===== config.mk =====
export PLATFORM = sky130hd
export DESIGN_NAME = dpu_exec
export DESIGN_NICKNAME = d
export VERILOG_FILES = /design/src/rtl/dpu_pkg.sv /design/src/rtl/dpu_decode.sv /design/src/rtl/dpu_logic.sv /design/src/rtl/dpu_arith.sv /design/src/rtl/dpu_exec.sv
export SDC_FILE = /design/constraint.sdc
export NUM_CORES = 1
export LEC_CHECK = 0
export BUFFER_PORTS_ARGS = -buffer_cell sky130_fd_sc_hd__buf_4
export CORE_UTILIZATION = 30
export DETAILED_ROUTE_END_ITERATION = 12
export GPL_ROUTABILITY_DRIVEN = 0
export GPL_TIMING_DRIVEN = 0
export MAX_ROUTING_LAYER = met4
export PLACE_DENSITY = 0.49
export REMOVE_ABC_BUFFERS = 1
export SLEW_MARGIN = 20
export SYNTH_ARGS = -nofsm -noshare
export SYNTH_HDL_FRONTEND = slang
export SYNTH_SLANG_ARGS = --single-unit

===== constraint.sdc =====
create_clock -name clk_i -period 6.72 [get_ports clk_i]
set_input_delay 1.344 -clock clk_i [delete_from_list [all_inputs] [get_ports clk_i]]
set_output_delay 1.344 -clock clk_i [all_outputs]
set_load 0.01 [all_outputs]

===== src/rtl/dpu_pkg.sv =====
package dpu_pkg;
  typedef enum logic [3:0] {
    OP_AND = 4'h0, OP_EOR = 4'h1, OP_SUB = 4'h2, OP_RSB = 4'h3,
    OP_ADD = 4'h4, OP_ADC = 4'h5, OP_SBC = 4'h6, OP_RSC = 4'h7,
    OP_TST = 4'h8, OP_TEQ = 4'h9, OP_CMP = 4'hA, OP_CMN = 4'hB,
    OP_ORR = 4'hC, OP_MOV = 4'hD, OP_BIC = 4'hE, OP_MVN = 4'hF
  } dp_op_e;

  typedef enum logic [1:0] {CLS_LOGIC, CLS_ADD, CLS_SUB} dp_cls_e;

  typedef struct packed {
    logic n;
    logic z;
    logic c;
    logic v;
  } nzcv_t;
endpackage


===== src/rtl/dpu_decode.sv =====
module dpu_decode
  import dpu_pkg::*;
(
  input  logic [3:0] op_i,
  output dp_cls_e    cls_o,
  output logic       swap_o,
  output logic       use_c_o,
  output logic       test_o
);
  always_comb begin
    cls_o   = CLS_LOGIC;
    swap_o  = 1'b0;
    use_c_o = 1'b0;
    unique case (dp_op_e'(op_i))
      OP_SUB, OP_CMP: cls_o = CLS_SUB;
      OP_RSB:         begin cls_o = CLS_SUB; swap_o = 1'b1; end
      OP_SBC:         begin cls_o = CLS_SUB; use_c_o = 1'b1; end
      OP_RSC:         begin cls_o = CLS_SUB; use_c_o = 1'b1; swap_o = 1'b1; end
      OP_ADD, OP_CMN: cls_o = CLS_ADD;
      OP_ADC:         begin cls_o = CLS_ADD; use_c_o = 1'b1; end
      default:        cls_o = CLS_LOGIC;
    endcase
    test_o = (op_i[3:2] == 2'b10);
  end
endmodule


===== src/rtl/dpu_logic.sv =====
module dpu_logic
  import dpu_pkg::*;
#(
  parameter int unsigned W = 32
) (
  input  logic [3:0]   op_i,
  input  logic [W-1:0] a_i,
  input  logic [W-1:0] b_i,
  output logic [W-1:0] res_o
);
  always_comb begin
    unique case (dp_op_e'(op_i))
      OP_AND, OP_TST: res_o = a_i & b_i;
      OP_EOR, OP_TEQ: res_o = a_i ^ b_i;
      OP_ORR:         res_o = a_i | b_i;
      OP_MOV:         res_o = b_i;
      OP_BIC:         res_o = a_i & ~b_i;
      OP_MVN:         res_o = ~b_i;
      default:        res_o = '0;
    endcase
  end
endmodule


===== src/rtl/dpu_arith.sv =====
module dpu_arith #(
  parameter int unsigned W = 32
) (
  input  logic         sub_i,
  input  logic         swap_i,
  input  logic         use_c_i,
  input  logic         c_i,
  input  logic [W-1:0] a_i,
  input  logic [W-1:0] b_i,
  output logic [W-1:0] res_o,
  output logic         cout_o,
  output logic         ovf_o
);
  localparam int unsigned XW = W + 2;

  logic [W-1:0]  lhs, rhs;
  logic          cin;
  logic [XW-1:0] subtr;
  logic [W:0]    sum;
  logic [W-1:0]  ov_vec;

  always_comb begin
    lhs   = swap_i ? b_i : a_i;
    rhs   = swap_i ? a_i : b_i;
    cin   = use_c_i ? c_i : sub_i;
    // subtrahend = rhs - cin + 1, never negative, may reach 2^W
    subtr = {2'b00, rhs} + XW'(1) - XW'(cin);
    sum   = {1'b0, lhs} + {1'b0, rhs} + (W+1)'(cin);
    if (sub_i) begin
      res_o  = lhs - subtr[W-1:0];
      cout_o = (subtr <= {2'b00, lhs});
      ov_vec = (lhs ^ res_o) & (~rhs ^ res_o);
    end else begin
      res_o  = sum[W-1:0];
      cout_o = sum[W];
      ov_vec = (lhs ^ res_o) & (rhs ^ res_o);
    end
    ovf_o = ov_vec[W-1];
  end
endmodule


===== src/rtl/dpu_exec.sv =====
module dpu_exec
  import dpu_pkg::*;
#(
  parameter int unsigned W      = 32,
  parameter int unsigned RIDX_W = 4
) (
  input  logic              clk_i,
  input  logic              rst_ni,
  input  logic              valid_i,
  input  logic [3:0]        op_i,
  input  logic [W-1:0]      opa_i,
  input  logic [W-1:0]      opb_i,
  input  logic              shc_i,
  input  logic              set_i,
  input  logic [RIDX_W-1:0] rd_i,
  input  logic [W-1:0]      saved_i,
  output logic [W-1:0]      res_o,
  output logic              wr_en_o,
  output logic              restore_o,
  output logic              refill_o,
  output logic [W-1:0]      stat_o
);
  localparam int unsigned           FL_LSB = W - 4;
  localparam logic [RIDX_W-1:0]     PC_IDX = {RIDX_W{1'b1}};

  dp_cls_e      cls;
  logic         swap, use_c, is_test;
  logic [W-1:0] log_res, ari_res, res;
  logic         ari_c, ari_v;
  nzcv_t        cur_f, nxt_f;
  logic         pc_dst, do_wr, do_rst, do_rf, do_upd;
  logic [W-1:0] stat_q, stat_d, res_q;
  logic         wr_q, rst_q, rf_q;

  assign cur_f = nzcv_t'(stat_q[W-1:FL_LSB]);

  dpu_decode i_dec (
    .op_i    (op_i),
    .cls_o   (cls),
    .swap_o  (swap),
    .use_c_o (use_c),
    .test_o  (is_test)
  );

  dpu_logic #(.W(W)) i_log (
    .op_i  (op_i),
    .a_i   (opa_i),
    .b_i   (opb_i),
    .res_o (log_res)
  );

  dpu_arith #(.W(W)) i_ari (
    .sub_i   (cls == CLS_SUB),
    .swap_i  (swap),
    .use_c_i (use_c),
    .c_i     (cur_f.c),
    .a_i     (opa_i),
    .b_i     (opb_i),
    .res_o   (ari_res),
    .cout_o  (ari_c),
    .ovf_o   (ari_v)
  );

  always_comb begin
    res    = (cls == CLS_LOGIC) ? log_res : ari_res;
    nxt_f.n = res[W-1];
    nxt_f.z = (res == '0);
    nxt_f.c = (cls == CLS_LOGIC) ? shc_i   : ari_c;
    nxt_f.v = (cls == CLS_LOGIC) ? cur_f.v : ari_v;

    pc_dst = (rd_i == PC_IDX);
    do_wr  = !is_test;
    do_rst = pc_dst && (is_test || set_i);
    do_rf  = pc_dst && !is_test;
    do_upd = !do_rst && (is_test || set_i);

    if (do_rst)      stat_d = saved_i;
    else if (do_upd) stat_d = {nxt_f, stat_q[FL_LSB-1:0]};
    else             stat_d = stat_q;
  end

  always_ff @(posedge clk_i or negedge rst_ni) begin
    if (!rst_ni) begin
      res_q  <= '0;
      stat_q <= '0;
      wr_q   <= 1'b0;
      rst_q  <= 1'b0;
      rf_q   <= 1'b0;
    end else begin
      wr_q  <= valid_i && do_wr;
      rst_q <= valid_i && do_rst;
      rf_q  <= valid_i && do_rf;
      if (valid_i) begin
        res_q  <= res;
        stat_q <= stat_d;
      end
    end
  end

  assign res_o     = res_q;
  assign wr_en_o   = wr_q;
  assign restore_o = rst_q;
  assign refill_o  = rf_q;
  assign stat_o    = stat_q;
endmodule


Yosys cells after proc, flatten, opt, wreduce, memory -nomap -nowiden
Cells that the tools add are included.
- shift operators: 0
- reduce and logical (&&, ||, !) cells: 22
- muxes and demuxes: 15
- div/mod/pow operators: 0
- eq/ne operators: 19
- add/sub/neg operators: 5
- $mul: 0
- $lt $le $gt $ge: 1
- bitwise operators: 12
- operators by type and width (cell ; number):
    $mux 32 ; 7
    $pmux 32 s6 ; 1
    $xor 32x32->32 ; 5
    $and 32x32->32 ; 4
    $not 32->32 ; 2
    $eq 4x4->1 const B ; 9
    $le 34x32->1 ; 1
    $sub 34x1->34 ; 1
    $add 32x1->33 const B ; 1
    $add 32x32->33 ; 1
    $add 33x1->33 ; 1
    $logic_not 32->1 ; 1
    $or 32x32->32 ; 1
    $sub 32x32->32 ; 1
    $eq 4x3->1 const B ; 4
    $eq 4x2->1 const B ; 2
    $logic_and 1x1->1 ; 6
    $mux 1 ; 6
    $reduce_or 2->1 ; 3
    $reduce_or 3->1 ; 2
    $reduce_or 5->1 ; 1
    $eq 2x2->1 const B ; 2
    $eq 4x1->1 const B ; 1
    $logic_not 4->1 ; 1
    other kinds (8) ; 10
- register bits: 67
- ROM bits: 0
- output and inout bits: 67
- bits in latches: 0
- memory bits (writable): 0
- bits of input ports: 109
- word-level logic and storage cells: 81
- memories kept: 0

Longest topological paths before layout
- depth in word-level cells: 13
- depth in mapped cells: 36
- mapped depth without buffers: 27

Modules after synthesis
A second synthesis with hierarchy kept.
- cell total of the unflattened synthesis: 1557
- area, all modules: 12726.0 sq um
- modules (own cells, without submodules) (module ; instances ; sequential area each (sq um) ; cells each ; area an instance (sq um)):
    dpu_arith ; 1 ; 0.0 ; 1000 ; 7134.3
    dpu_exec ; 1 ; 1676.6 ; 253 ; 3015.4
    dpu_logic ; 1 ; 0.0 ; 294 ; 2519.9
    dpu_decode ; 1 ; 0.0 ; 10 ; 56.3

Worst setup path before layout
No wires, ideal clock.
- kind: input to register
- from: in op_i[3]
- to: reg stat_q[28] (netlist: stat_o[28])
- required time: 6638 ps
- path buffers: 9
- slack: -1569 ps
- stages: 34
- setup time: 82 ps
- arrival time: 8208 ps
- cell sequence: and3b_1 > buf_6 > buf_4 > buf_2 > buf_2 > clkbuf_1 > clkbuf_1 > nand2_1 > o21ai_0 > ha_1 > buf_2 > nand4_1 > nor3_1 > or2_2 > clkbuf_1 > a41o_1 > and4b_1 > nor2b_1 > nor4bb_1 > clkbuf_1 > and3_1 > mux2i_1 > xor2_1 > inv_1 > ha_1 > nand2_1 > o31ai_1 > o31ai_1 > a41o_1 > a2111oi_0 > and3_1 > nor3_1 > a211o_1 > a31oi_1
- longest elaborated chain between the ends: 13
- elaborated cells on any way between the ends: 44
- classes of those cells: add/sub: 5; eq/ne: 11; mux: 10; bitwise: 7; reduce/logical: 11
- RTL lines (element ; line ; RTL):
    start, declared ; dpu_exec.sv:10 ; input logic [3:0] op_i,
    $eq 4x2->1 (tied with other cells) ; dpu_decode.sv:14 ; unique case (dp_op_e'(op_i))
    $reduce_or 2->1 (no source line) (tied with other cells) ; -- ;
    $mux 1 or $pmux 2 s2 (tied branches) ; dpu_decode.sv:14 ;
    $mux 32 or $eq 2x2->1 (tied branches) ; dpu_arith.sv:24, dpu_exec.sv:53 ;
    $add 32x1->33 or $mux 1 (tied branches) ; dpu_arith.sv:27, dpu_arith.sv:25 ;
    $sub 34x1->34 ; dpu_arith.sv:27 ; subtr = {2'b00, rhs} + XW'(1) - XW'(cin);
    $sub 32x32->32 ; dpu_arith.sv:30 ; res_o = lhs - subtr[W-1:0];
    $xor 32x32->32 ; dpu_arith.sv:32 ; ov_vec = (lhs ^ res_o) & (~rhs ^ res_o);
    $and 32x32->32 ; dpu_arith.sv:32 ;
    $mux 32 ; dpu_arith.sv:29 ; if (sub_i) begin
    $mux 1 ; dpu_exec.sv:69 ; nxt_f.v = (cls == CLS_LOGIC) ? cur_f.v : ari_v;
    $mux 32 ; dpu_exec.sv:78 ; else if (do_upd) stat_d = {nxt_f, stat_q[FL_LSB-1:0]};
    $mux 32 ; dpu_exec.sv:77 ; if (do_rst) stat_d = saved_i;
    end signal, assigned ; dpu_exec.sv:95 ; stat_q <= stat_d;
    end, declared ; dpu_exec.sv:32 ; logic [W-1:0] stat_q, stat_d, res_q;
Several ways; a longest one is shown, not always the timed one. The select of a mux whose other input is x is not followed.
A chain may end at the register's enable or synchronous reset.

Worst setup path after layout
- from: in op_i[3]
- to: reg stat_q[30] (netlist: stat_o[30])
- longest elaborated chain between the ends: 12
- elaborated cells on any way between the ends: 48
- classes of those cells: add/sub: 5; eq/ne: 17; mux: 11; reduce/logical: 15
- RTL lines (element ; line ; RTL):
    $eq 4x2->1 (tied with other cells) ; dpu_decode.sv:14 ;
    $reduce_or 2->1 (no source line) (tied with other cells) ; -- ;
    $mux 1 or $pmux 2 s2 (tied branches) ; dpu_decode.sv:14 ;
    $mux 32 or $eq 2x2->1 (tied branches) ; dpu_arith.sv:24, dpu_exec.sv:53 ;
    $add 32x1->33 or $mux 1 (tied branches) ; dpu_arith.sv:27, dpu_arith.sv:25 ;
    $sub 34x1->34 ; dpu_arith.sv:27 ;
    $sub 32x32->32 ; dpu_arith.sv:30 ;
    $mux 32 ; dpu_arith.sv:29 ;
    $mux 32 ; dpu_exec.sv:65 ; res = (cls == CLS_LOGIC) ? log_res : ari_res;
    $logic_not 32->1 ; dpu_exec.sv:67 ; nxt_f.z = (res == '0);
    $mux 32 ; dpu_exec.sv:78 ;
    $mux 32 ; dpu_exec.sv:77 ;
Several ways; a longest one is shown, not always the timed one. The select of a mux whose other input is x is not followed.

==> metrics <==
status complete, but fails checks; violated checks setup timing; Final nets 2176; vias in the first global route 13600; vias per cell 5.79; DR WL/cell around 23 um; RSZ-0062 raised after global routing yes; Setup crit end kind flop; maxcap violations 0; most common cell after layout, fill and taps aside buf_4; Max VDD drop 0.000133 V; CTS Hold Buffers Added 0; CTS tree yes; x dimension of the die 204 um; Final Util 0.398; Static Leak ~7.4 nW; Tmin final about 7.0 ns; Post-DP HPWL 41000 um; first-pass GRT wire length 83700 um; Reg clk slew, reported paths around 0.050 ns; DR DRC count 0; crit path DAT roughly 7.3 ns; core box area 40000 um2; Cell Pwr Density 160 nW/um2; # port buffers 175; GRT Resource Usage Total 0.272; Final ANT Viol Nets 0; Buffers & Inverters on Critical Path 5; WP data required 6.98 ns; # rows 73; TNS Setup -0.467 ns; area grow syn2layout 29.8%; setup ws final -0.309 ns; final max-slew violation count 0; Netlist cell types 89; Yosys reg bits 67; Design Area, Final 15900 um2; startpoint class of the critical path primary input; Slowest-stage cell, CP or4_4; grt ovf 0; most frequent cells in the layout buf_4 (244), nand2_1 (208), inv_1 (158); hold path endpoint stat_o[7]; setup violators final 3; asr flop ratio synth 1.00; Max FO, Critical Path 6; r2r worst-path depth 26; share of cells above drive strength 1 0.235; placed cell area 14000 um2; Post-synth EDFFs 0; DRT iter0 DRCs 1533; ANT cells 0; first-pass iteration count of the detailed router 6; CTS Sinks 67; Syn Inst Count 1761; initial antenna violation count 0; Most Frequent Cell on Critical Path nand4_1; Initial Utilization 0.307; hold_sp stat_o[7]; IO Pins between 150 and 200; post-synthesis sequential area ratio 0.137; Hold Crit Class flop to flop; Largest stage delay, worst path 0.47 ns; FF-to-FF setup slack 0.96 ns; Max transition margin 0.140; ys flop type dfrtp_1; clock root cell clkbuf_16; Avg Inst Size Synth 6.97 um2; hold path depth 2; Tcrit/Tclk final 1.05; Fin Hold WS about 0.47 ns; Vias 14300; fmax roughly 140 MHz; crit path kind primary input to flop; CP top delay family simple AND/OR/NAND/NOR gates; FF-to-FF Start stat_o[29]; H-Tree Depth 3; CTS Buf Count 9; WL final roughly 57000 um; skew final 0.00506 ns; Max clock buf depth 2; mapped cell area 12300 um2; Fin. Hold Viols 0; Yosys warnings 0; largest net degree at the start of global routing between 60 and 70; worst-skew pair later-pin latency roughly 0.34 ns; Slew @ Worst Pin 1.29 ns; DIE AREA 41700 um2; Die Y 204 um; worst r2r dst stat_o[30]
==> area by class of cell <==
class | instances | area (um2)
Clock buffer | 11 | 243
Inverter | 164 | 622
Clock inverter | 4 | 51.3
Multi-Input combinational cell | 1425 | 10400
Sequential cell | 67 | 1680
Tap cell | 525 | 657
Fill cell | 4181 | 24100
Timing Repair Buffer | 268 | 2300
==> stage by stage <==
| stage | total power [mW] | setup slack (ns) | std cells |
|---|---|---|---|
| 3_3_place_gp | 1.86 | -7.35 | 2356 |
| 5_1_grt | 2.69 | -0.510 | 2464 |
| 6_report | 2.55 | -0.309 | 2464 |
| 3_5_place_dp | 1.87 | -3.15 | 2365 |
| 2_1_floorplan | 1.32 | -2.13 | 1656 |
| 4_1_cts | 2.49 | -0.184 | 2447 |
==> worst max-delay path by stage <==
stage	from	endpoint	slack (ns)	cells past startpoint
floorplan	op_i[3]	stat_o[28]	-2.13	21
global placement	op_i[0]	stat_o[28]	-7.35	20
detailed placement	op_i[0]	stat_o[30]	-3.15	27
CTS	op_i[3]	stat_o[30]	-0.18	29
global route	op_i[3]	stat_o[30]	-0.51	30
finish	op_i[3]	stat_o[30]	-0.31	30
==> synth_stat cells (19+ instances only) <==
| master | number | share of area |
|---|---|---|
| nor2_1 | 144 | 0.044 |
| nand3_1 | 53 | 0.022 |
| inv_1 | 164 | 0.050 |
| nand4_1 | 26 | 0.013 |
| mux2i_1 | 32 | 0.026 |
| xor2_1 | 36 | 0.026 |
| ha_1 | 129 | 0.13 |
| o21ai_0 | 130 | 0.053 |
| and3_1 | 25 | 0.013 |
| a21o_1 | 41 | 0.025 |
| dfrtp_1 | 67 | 0.14 |
| a21oi_1 | 131 | 0.053 |
| mux2_2 | 27 | 0.025 |
| nor3_1 | 44 | 0.018 |
| clkbuf_1 | 79 | 0.024 |
| xnor2_1 | 62 | 0.044 |
| nand2_1 | 214 | 0.065 |
| a221oi_1 | 19 | 0.014 |
| a211oi_1 | 20 | 0.012 |
| a31oi_1 | 23 | 0.012 |
==> repair_timing <==
item / 4_1_cts / 5_1_grt
pin swaps: 53 / 43
buffers inserted: 62 / 20
setup endpoints to repair: 27 / 11
cloned: 6 / 0
resized for setup: 132 / 54
==> metal layers <==
metal,track usage,part of all wire,vias up
met5,-,0,-
met4,0.0912,0.036,0
met3,0.0328,0.074,96
met2,0.433,0.46,650
met1,0.355,0.43,6918
li1,-,-,6614
==> flip-flops by register name, indices dropped and copies added, names as in the netlist <==
signal and count:
stat_o 32, refill_o 1, wr_en_o 1, res_o 32
restore_o 1
==> cell families (layout without fill, tap and decap cells) <==
| logic type | after synthesis | in the layout | synth area share |
|---|---|---|---|
| buf+inv | 269 | 447 | 0.0852 |
| mux | 62 | 62 | 0.0555 |
| simple gates | 601 | 601 | 0.232 |
| fa+ha+maj | 132 | 132 | 0.136 |
| flops | 67 | 67 | 0.137 |
| compound gates | 532 | 532 | 0.285 |
| xor+xnor | 98 | 98 | 0.0700 |
==> where the power goes <==
part           total [mW]  internal [mW]  switching [mW]
Combinational        1.52          0.645           0.873
Sequential          0.548          0.493          0.0547
Clock               0.481          0.295           0.185
Total                2.55           1.43            1.11
==> worst reg2reg max path, stage by stage, from the launching register on <==
cell and delay (ns):
dfrtp_1 0.40, nor2_1 0.06, o22ai_1 0.14, a32o_1 0.19, ha_1 0.20, nand2_1 0.15
a2111oi_4 0.29, buf_4 0.19, nand4_1 0.18, or2_4 0.32, nor4b_4 0.27, buf_6 0.17
nand4_1 0.13, xnor2_2 0.24, inv_2 0.07, ha_4 0.22, a21o_1 0.17, a21o_1 0.19
a21oi_2 0.16, nor2b_4 0.16, a32oi_2 0.14, xnor2_1 0.21, nand2_1 0.13, a311oi_4 0.45
nand4_1 0.26, or4_4 0.47, o21ai_1 0.13
(Power assumes the default switching activity.)
